===== config.mk =====
export PLATFORM = sky130hd
export DESIGN_NAME = hdrv_gen
export DESIGN_NICKNAME = d
export VERILOG_FILES = /design/src/rtl/hdrv_pkg.sv /design/src/rtl/hdrv_guard.sv /design/src/rtl/hdrv_ramp.sv /design/src/rtl/hdrv_clamp.sv /design/src/rtl/hdrv_blank.sv /design/src/rtl/hdrv_gen.sv
export SDC_FILE = /design/constraint.sdc
export NUM_CORES = 1
export LEC_CHECK = 0
export CAP_MARGIN = 20
export CORE_UTILIZATION = 25
export CTS_BUF_LIST = sky130_fd_sc_hd__clkbuf_16
export CTS_CLUSTER_SIZE = 24
export DETAILED_ROUTE_END_ITERATION = 12
export SLEW_MARGIN = 30
export SYNTH_ARGS = -nofsm -noshare
export SYNTH_HDL_FRONTEND = slang
export SYNTH_SLANG_ARGS = --single-unit
export TNS_END_PERCENT = 10

===== constraint.sdc =====
create_clock -name clk -period 21 [get_ports clk]
set_input_delay 3.15 -clock clk [delete_from_list [all_inputs] [get_ports clk]]
set_output_delay 3.15 -clock clk [all_outputs]
set_load 0.005 [all_outputs]

===== src/rtl/hdrv_pkg.sv =====
// Shared types for the horizontal drive generator.
package hdrv_pkg;
    // Deflection sequencer state as seen by this block.
    typedef enum logic [1:0] {
        MODE_RUN  = 2'b00,
        MODE_WAIT = 2'b01,
        MODE_STOP = 2'b10,
        MODE_PROT = 2'b11
    } hmode_e;
endpackage


===== src/rtl/hdrv_guard.sv =====
// Overvoltage guard: keeps a trip latch that inhibits the drive until
// the line drive is stopped, and a sticky status flag cleared by an ack.
// Assumes ovp is already synchronous to clk.
module hdrv_guard (
    input  logic clk,
    input  logic rst_n,
    input  logic line_en,
    input  logic prot_drive,
    input  logic ovp,
    input  logic prot_ack,
    output logic drive_ok,
    output logic prot
);
    logic trip_q;
    logic prot_q;

    // Trip latch: set by a drive-disabling overvoltage, released by a stop.
    always_ff @(posedge clk) begin
        if (!rst_n)            trip_q <= 1'b0;
        else if (!line_en)     trip_q <= 1'b0;
        else if (prot_drive && ovp) trip_q <= 1'b1;
    end

    // Status flag: any overvoltage sets it, an ack clears it.
    always_ff @(posedge clk) begin
        if (!rst_n)        prot_q <= 1'b0;
        else if (ovp)      prot_q <= 1'b1;
        else if (prot_ack) prot_q <= 1'b0;
    end

    // Drive allowed unless tripped now or earlier.
    assign drive_ok = !(trip_q || (prot_drive && ovp));
    assign prot     = prot_q;
endmodule


===== src/rtl/hdrv_ramp.sv =====
// Soft-start sequencer: steps the conducting length from the low to the
// high duty share over RAMP_LINES lines, updating only at line start.
// Assumes line_len stays constant while the drive runs.
module hdrv_ramp #(
    parameter int POS_W       = 10,
    parameter int RAMP_LINES  = 2000,
    parameter int DUTY_LO_PCT = 5,
    parameter int DUTY_HI_PCT = 52
) (
    input  logic             clk,
    input  logic             rst_n,
    input  logic             sol,
    input  logic [POS_W-1:0] line_len,
    input  logic             line_en,
    input  logic             drive_ok,
    output logic [POS_W-1:0] on_len
);
    localparam int STEP_W = $clog2(RAMP_LINES + 1);
    localparam int DEN    = 100 * RAMP_LINES;
    localparam int NUM_W  = $clog2(DEN + 1);
    localparam int PROD_W = POS_W + NUM_W;

    logic [STEP_W-1:0] step_q;
    logic [POS_W-1:0]  len_q;
    logic [NUM_W-1:0]  num;
    logic [PROD_W-1:0] prod;
    logic [POS_W-1:0]  len_calc;
    logic              run_now;

    // Duty numerator for the current step and the resulting clock count.
    always_comb begin
        num      = NUM_W'(DUTY_LO_PCT * RAMP_LINES)
                 + NUM_W'(DUTY_HI_PCT - DUTY_LO_PCT) * NUM_W'(step_q);
        prod     = PROD_W'(line_len) * PROD_W'(num);
        len_calc = POS_W'(prod / PROD_W'(DEN));
        run_now  = line_en && drive_ok;
    end

    // Step counter and latched length, advanced once per line.
    always_ff @(posedge clk) begin
        if (!rst_n) begin
            step_q <= '0;
            len_q  <= '0;
        end else if (!line_en) begin
            step_q <= '0;
            len_q  <= '0;
        end else if (sol) begin
            len_q <= run_now ? len_calc : '0;
            if (run_now && (step_q < STEP_W'(RAMP_LINES)))
                step_q <= step_q + 1'b1;
        end
    end

    // Length in force for the current position.
    assign on_len = sol ? (run_now ? len_calc : '0) : len_q;
endmodule


===== src/rtl/hdrv_clamp.sv =====
// Clamp pulse placement: fixed-width window at a coded offset from the
// line reference, optionally removed outside the run state.
module hdrv_clamp #(
    parameter int POS_W      = 10,
    parameter int SHIFT_W    = 3,
    parameter int CLAMP_BASE = 35,
    parameter int CLAMP_STEP = 2,
    parameter int CLAMP_WID  = 21
) (
    input  logic               clk,
    input  logic               rst_n,
    input  logic [POS_W-1:0]   line_pos,
    input  logic [SHIFT_W-1:0] shift,
    input  logic               supp_en,
    input  hdrv_pkg::hmode_e   mode,
    output logic               clamp
);
    localparam int CW = POS_W + 1;

    logic [CW-1:0] c_start;
    logic [CW-1:0] c_end;
    logic          in_win;
    logic          suppress;

    // Window bounds and suppression decision.
    always_comb begin
        c_start  = CW'(CLAMP_BASE) + CW'(CLAMP_STEP) * CW'(shift);
        c_end    = c_start + CW'(CLAMP_WID);
        in_win   = (CW'(line_pos) >= c_start) && (CW'(line_pos) < c_end);
        suppress = supp_en && (mode != hdrv_pkg::MODE_RUN);
    end

    // Registered clamp output.
    always_ff @(posedge clk) begin
        if (!rst_n) clamp <= 1'b0;
        else        clamp <= in_win && !suppress;
    end
endmodule


===== src/rtl/hdrv_blank.sv =====
// Horizontal blanking start: one-clock strobe ahead of the flyback centre
// by a lead that scales with the line length. Assumes
// NOM_LEN-LEAD_MAX <= line_len <= NOM_LEN and fb_centre < line_len.
module hdrv_blank #(
    parameter int POS_W    = 10,
    parameter int NOM_LEN  = 432,
    parameter int LEAD_MAX = 41
) (
    input  logic             clk,
    input  logic             rst_n,
    input  logic [POS_W-1:0] line_pos,
    input  logic [POS_W-1:0] line_len,
    input  logic [POS_W-1:0] fb_centre,
    output logic             hblank
);
    localparam int CW = POS_W + 1;

    logic [CW-1:0] lead;
    logic [CW-1:0] target;

    // Lead from line length, then target position with wrap.
    always_comb begin
        lead = CW'(line_len) + CW'(LEAD_MAX) - CW'(NOM_LEN);
        if (CW'(fb_centre) >= lead) target = CW'(fb_centre) - lead;
        else                        target = CW'(fb_centre) + CW'(line_len) - lead;
    end

    // Registered strobe.
    always_ff @(posedge clk) begin
        if (!rst_n) hblank <= 1'b0;
        else        hblank <= (CW'(line_pos) == target);
    end
endmodule


===== src/rtl/hdrv_gen.sv =====
// Horizontal drive and clamp generator top. Combines the soft-start
// sequencer, overvoltage guard, clamp placement and blanking strobe.
// All outputs are registered and reflect line_pos of the previous clock.
module hdrv_gen #(
    parameter int POS_W      = 10,
    parameter int RAMP_LINES = 2000,
    parameter int SHIFT_W    = 3
) (
    input  logic               clk,
    input  logic               rst_n,
    input  logic [POS_W-1:0]   line_pos,
    input  logic [POS_W-1:0]   line_len,
    input  logic [POS_W-1:0]   fb_centre,
    input  logic               line_en,
    input  logic               prot_drive,
    input  logic               ovp,
    input  logic               prot_ack,
    input  logic               clamp_supp,
    input  logic [1:0]         seq_mode,
    input  logic [SHIFT_W-1:0] clamp_shift,
    output logic               hout,
    output logic               clamp,
    output logic               hblank,
    output logic               prot
);
    logic             sol;
    logic             drive_ok;
    logic [POS_W-1:0] on_len;

    assign sol = (line_pos == '0);

    hdrv_guard u_guard (
        .clk(clk), .rst_n(rst_n), .line_en(line_en), .prot_drive(prot_drive),
        .ovp(ovp), .prot_ack(prot_ack), .drive_ok(drive_ok), .prot(prot)
    );

    hdrv_ramp #(.POS_W(POS_W), .RAMP_LINES(RAMP_LINES)) u_ramp (
        .clk(clk), .rst_n(rst_n), .sol(sol), .line_len(line_len),
        .line_en(line_en), .drive_ok(drive_ok), .on_len(on_len)
    );

    hdrv_clamp #(.POS_W(POS_W), .SHIFT_W(SHIFT_W)) u_clamp (
        .clk(clk), .rst_n(rst_n), .line_pos(line_pos), .shift(clamp_shift),
        .supp_en(clamp_supp), .mode(hdrv_pkg::hmode_e'(seq_mode)), .clamp(clamp)
    );

    hdrv_blank #(.POS_W(POS_W)) u_blank (
        .clk(clk), .rst_n(rst_n), .line_pos(line_pos), .line_len(line_len),
        .fb_centre(fb_centre), .hblank(hblank)
    );

    // Line output drive: conducting window from line start.
    always_ff @(posedge clk) begin
        if (!rst_n) hout <= 1'b0;
        else        hout <= line_en && drive_ok && (line_pos < on_len);
    end
endmodule


# Word level (Yosys, flattened, before mapping)
# Cells that the tools add are included.
# Widths: inputs -> output; s select.
# word_totals
register_bits	26
wordCells	45
inputBits	42
out_inout_bits	4
# op_classes
reduce_logical	15
n_mux	5
div	1
n_eq_ne	1
add_sub_neg	9
order_cmp	5
n_mul	2
# ops
cell	count
$div 28x18->28 const B	1
$mul 10x18->28	1
$ge 10x11->1	2
$mux 10	2
$add 14x17->18 const A	1
$mul 6x11->17 const A	1
$add 10x10->11	1
$add 10x6->11 const B	1
$add 11x1->11 const B	1
$add 11x5->11 const B	1
$eq 10x11->1	1
$lt 10x11->1	1
$lt 11x11->1 const B	1
$mux 11	1
$sub 10x11->11	1
$sub 11x11->11	1
$sub 11x9->11 const B	1
$logic_not 10->1	1
$lt 10x10->1	1
$add 6x4->7 const A	1
$logic_and 1x1->1	7
$reduce_and 2->1	2
$reduce_bool 2->1	2
$logic_not 1->1	2
other kinds (2)	3

# Depth between registers and ports, before layout
# depth
ltp_word	8
depth_mapped	85
ltp_nobuf	77

# Hierarchy
# Synthesis repeated with hierarchy kept, for this count alone.
# unflattened
cells_unflattened	2058
area_unflattened_um2	16243.1
# modules_own_cells
mod	seq_area_each_um2	cells_per_inst	instances	area_per_inst_um2
hdrv_ramp	420.4	1776	1	14024.7
hdrv_blank	20.0	205	1	1567.8
hdrv_clamp	20.0	34	1	286.5
hdrv_gen	20.0	36	1	286.5
hdrv_guard	40.0	7	1	77.6

# Worst setup path before layout
# No wires, ideal clock.
# synth_timing
path_type	register -> register
from	reg u_ramp.step_q[3]
to	reg hout
t_arrival_ns	17.893
t_required_ns	20.878
synth_period_minus_slack_ns	18.014
path_buffers	5
setup_time_ns	0.122
setup_slack_ns	2.986
stages_incl_launch_ff	82
cell_sequence	dfxtp_1 -> inv_1 -> fa_1 -> inv_1 -> ha_1 -> inv_1 -> ha_1 -> inv_1 -> fa_1 -> inv_1 -> ha_1 -> fa_1 -> a21oi_1 -> nor2_1 -> nor2_1 -> o21bai_1 -> a21oi_1 -> o21bai_1 -> [... 46 more ...] -> nand3_1 -> a221o_2 -> buf_4 -> a32oi_1 -> xnor2_1 -> o31ai_2 -> maj3_2 -> a2111o_1 -> a32o_1 -> nand4bb_1 -> and2_4 -> o211ai_1 -> o221ai_1 -> o311ai_1 -> a21oi_1 -> o21bai_1 -> a21oi_1 -> o311a_1
# synth_between
elab_chain_len	8
# synth_lines
element	line	source
start, declared	hdrv_ramp.sv:23	logic [STEP_W-1:0] step_q;
start signal, assigned	hdrv_ramp.sv:50	step_q <= step_q + 1'b1;
$mul 6x11->17	hdrv_ramp.sv:33	+ NUM_W'(DUTY_HI_PCT - DUTY_LO_PCT) * NUM_W'(step_q);
$add 14x17->18	hdrv_ramp.sv:33	
$mul 10x18->28	hdrv_ramp.sv:34	prod = PROD_W'(line_len) * PROD_W'(num);
$div 28x18->28	hdrv_ramp.sv:35	len_calc = POS_W'(prod / PROD_W'(DEN));
$mux 10 (2 in series)	hdrv_ramp.sv:55	assign on_len = sol ? (run_now ? len_calc : '0) : len_q;
$lt 10x10->1	hdrv_gen.sv:55	else hout <= line_en && drive_ok && (line_pos < on_len);
$logic_and 1x1->1	hdrv_gen.sv:55	
end signal, assigned	hdrv_gen.sv:55	
end, declared	hdrv_gen.sv:21	output logic hout,
# No other way between the ends.
# A chain may end at the register's enable or synchronous reset.

# Worst setup path in the final report
# Ends and elaborated chain as after synthesis.

==> results.tsv <==
metric	value	unit
Synth Warn #	0	
Avg Vias per Cell	5.00	
post-route setup TNS	0	ns
layer with the highest usage	met2	
routed wire length	40600	um
gr ovfl total	0	
fin crit share	94.0	%
Final Hold Viols	0	
number of synthesized flops with an enable pin	0	
Yosys top cell by area	fa_1	
Routed Antenna Nets	0	
worst hold margin	0.489	ns
fraction of layout cells with a size suffix above 1	8.98	%
critical path class	reg2reg	
I/O pin count	46	
register area	520	um2
HP Class	reg2reg	
initial antenna violation count	0	
multi-input logic area	14200	um2
clock buffer count from CTS	3	
Worst path slowest cell	a2111o_2	
average wire per cell in the routed design	14.3	um
Slew headroom	37.4	%
clock tree root buffer cell	clkbuf_16	
total DRC errors in the routed layout	0	
syn_nets	2332	
Max FO, Critical Path	18	
Core ar.	61600	um2
fin nets	2353	
DR pass1 iterations	5	
Crit path largest cell delay	0.57	ns
Worst Path Required	21.16	ns
Yosys top cell area share	20.0	%
dpl cells	2821	
H-tree levels	1	
# setup viols final	0	
CP arrival	19.91	ns
Unique masters post-synth	122	
GR met2 Demand/Resource	21.5	%
CTS Sinks	26	
n_diodes	0	
post-synthesis average cell area	7.83	um2
skew final	0.00524	ns
fill count	6606	
vias in the first global route	13500	
minimum clock period	19.74	ns
DP HPWL	33200	um
dpl ws	0.290	ns
met1 GRT Util	17.4	%
initial DRC count	946	
reg2reg setup slack	1.26	ns
IO Port Bufs	45	
Max Slew Vio Count	0	
die height	251	um
final worst-path setup slack	1.26	ns
flops & latches, synth	26	
Post-Syn Area	15500	um2
Placer Congestion	0.855	
FMAX	50.6	MHz
CTS tree	yes	
CP Launch Type	register	
gr usage total	12.4	%
site row count	91	
first-pass GRT wire length	67200	um
routed vias	14200	
die area	63200	um2
post-synthesis async set-or-reset flop share	0	%
Post-CTS Hold Fix Bufs	0	
largest cells by area after synthesis	fa_1 (20%), ha_1 (12%), xnor2_1 (5.6%)	
die width	251	um
Syn-to-layout area delta	12.4	%
RSZ-0062 raised after global routing	false	
critical path endpoint category	register	
actual slew at the worst max-slew pin	0.936	ns
max-cap violations	0	
clk slew on worst S/H paths	0.07	ns
Primary FF master, synth	dfxtp_1	
clk buf depth	2	
largest net degree at the start of global routing	27	
Post-Syn Instances	1985	
status	completed	
sequential area share after synthesis	3.35	%
Clk Latency, worst-skew pair	0.27	ns
fin cells	2842	
Initial Utilization	25.2	%
routing usage on met3	0.704	%
[Yosys cell counts (all sizes together) (47+ instances only)]
| cell | number |
|---|---|
| xnor2 | 100 |
| nor2 | 131 |
| clkbuf | 47 |
| a21oi | 125 |
| nand3 | 61 |
| inv | 198 |
| and2 | 116 |
| fa | 155 |
| nor3 | 48 |
| ha | 150 |
| o21ai | 91 |
| nand2 | 189 |
[cells in the final DEF, fill, tap and decap left out, types with 7 or more instances in the layout]
master / count
dfxtp_1: 26
a21o_1: 35
o21a_1: 18
buf_4: 47
nor2b_1: 13
or3_1: 9
o21ai_2: 9
o21ai_1: 20
a211oi_1: 16
nand2_1: 187
xor2_1: 35
ha_1: 150
xnor2_1: 92
fa_1: 155
nor3_1: 46
o31ai_1: 10
nand3_1: 59
or4_1: 8
a211o_1: 7
nand4_1: 21
mux2i_1: 19
nor2_1: 130
mux2_2: 11
o211ai_1: 23
inv_1: 198
xnor2_2: 8
a22oi_1: 11
and3_1: 17
o31a_1: 8
o21ai_0: 60
o21bai_1: 15
or2_2: 8
nand3b_1: 8
a21oi_1: 116
clkdlybuf4s50_1: 44
a311oi_1: 10
nand2b_1: 19
and2_1: 114
a31oi_1: 18
[layer usage]
| layer | share of wire, % | routed length, um |
|---|---|---|
| met2 | 48 | 19400 |
| met5 | 0 | 0 |
| met4 | 0.83 | 338 |
| met1 | 48 | 19600 |
| met3 | 3.1 | 1260 |
[sequential cells by signal (all words and copies together), names as in the netlist]
| register | cells |
|---|---|
| u_ramp.step_q | 11 |
| u_guard.trip_q | 1 |
| u_ramp.len_q | 10 |
| hout | 1 |
| u_blank.hblank | 1 |
| u_guard.prot | 1 |
| u_clamp.clamp | 1 |
[metrics by stage]
stage	utilization (%)	area (um2)
4_1_cts	27.6	17000
5_1_grt	28.4	17500
2_1_floorplan	-	15500
3_3_place_gp	27.4	16900
6_report	28.4	17500
3_5_place_dp	27.4	16900
[area by class of cell]
cell class	instances	area share (%)
flip-flops and latches	26	2.98
repair buffers	93	4.68
multi-input cells	1684	81.5
clock inverters	1	0.172
inverters	198	4.25
clock buffers	3	0.430
well taps	837	5.99
[path summary, 6_finish.rpt]
kind,startpoint,to,cells past startpoint
setup / recovery,u_ramp.step_q[3],hout,76
hold / removal,u_guard.trip_q,u_guard.trip_q,2
setup reg to reg,u_ramp.step_q[3],hout,76
hold reg to reg,u_guard.trip_q,u_guard.trip_q,2
[worst max-delay path, delay by kind of cell (launching register included)]
kind	cells	cell delay [ns]
buf+inv	9	0.76
xor+xnor	4	0.91
fa+ha+maj	13	5.41
compound gates	37	8.88
simple gates	11	2.56
mux	2	0.61
flops	1	0.46
[repair_timing]
action | CTS | global route
setup buffers | 0 | 16
resized for setup | 0 | 58
endpoints found under the setup margin | 0 | 3
[cells by family (layout without fill, tap and decap cells)]
kind of cell	after synthesis	in the layout	share of synthesized area [%]
AOI/OAI and AO/OA	511	512	23.8
xor gates and xnor gates	139	139	8.03
DFF	26	26	3.35
adders and majority gates	312	312	32.5
buffers and inverters	276	295	7.19
and+or+nand+nor	683	683	22.4
muxes	38	38	2.72
Power is left out: the tool's default activity adds up to more than one toggle a clock period on the data nets, which glitch-free logic cannot reach.
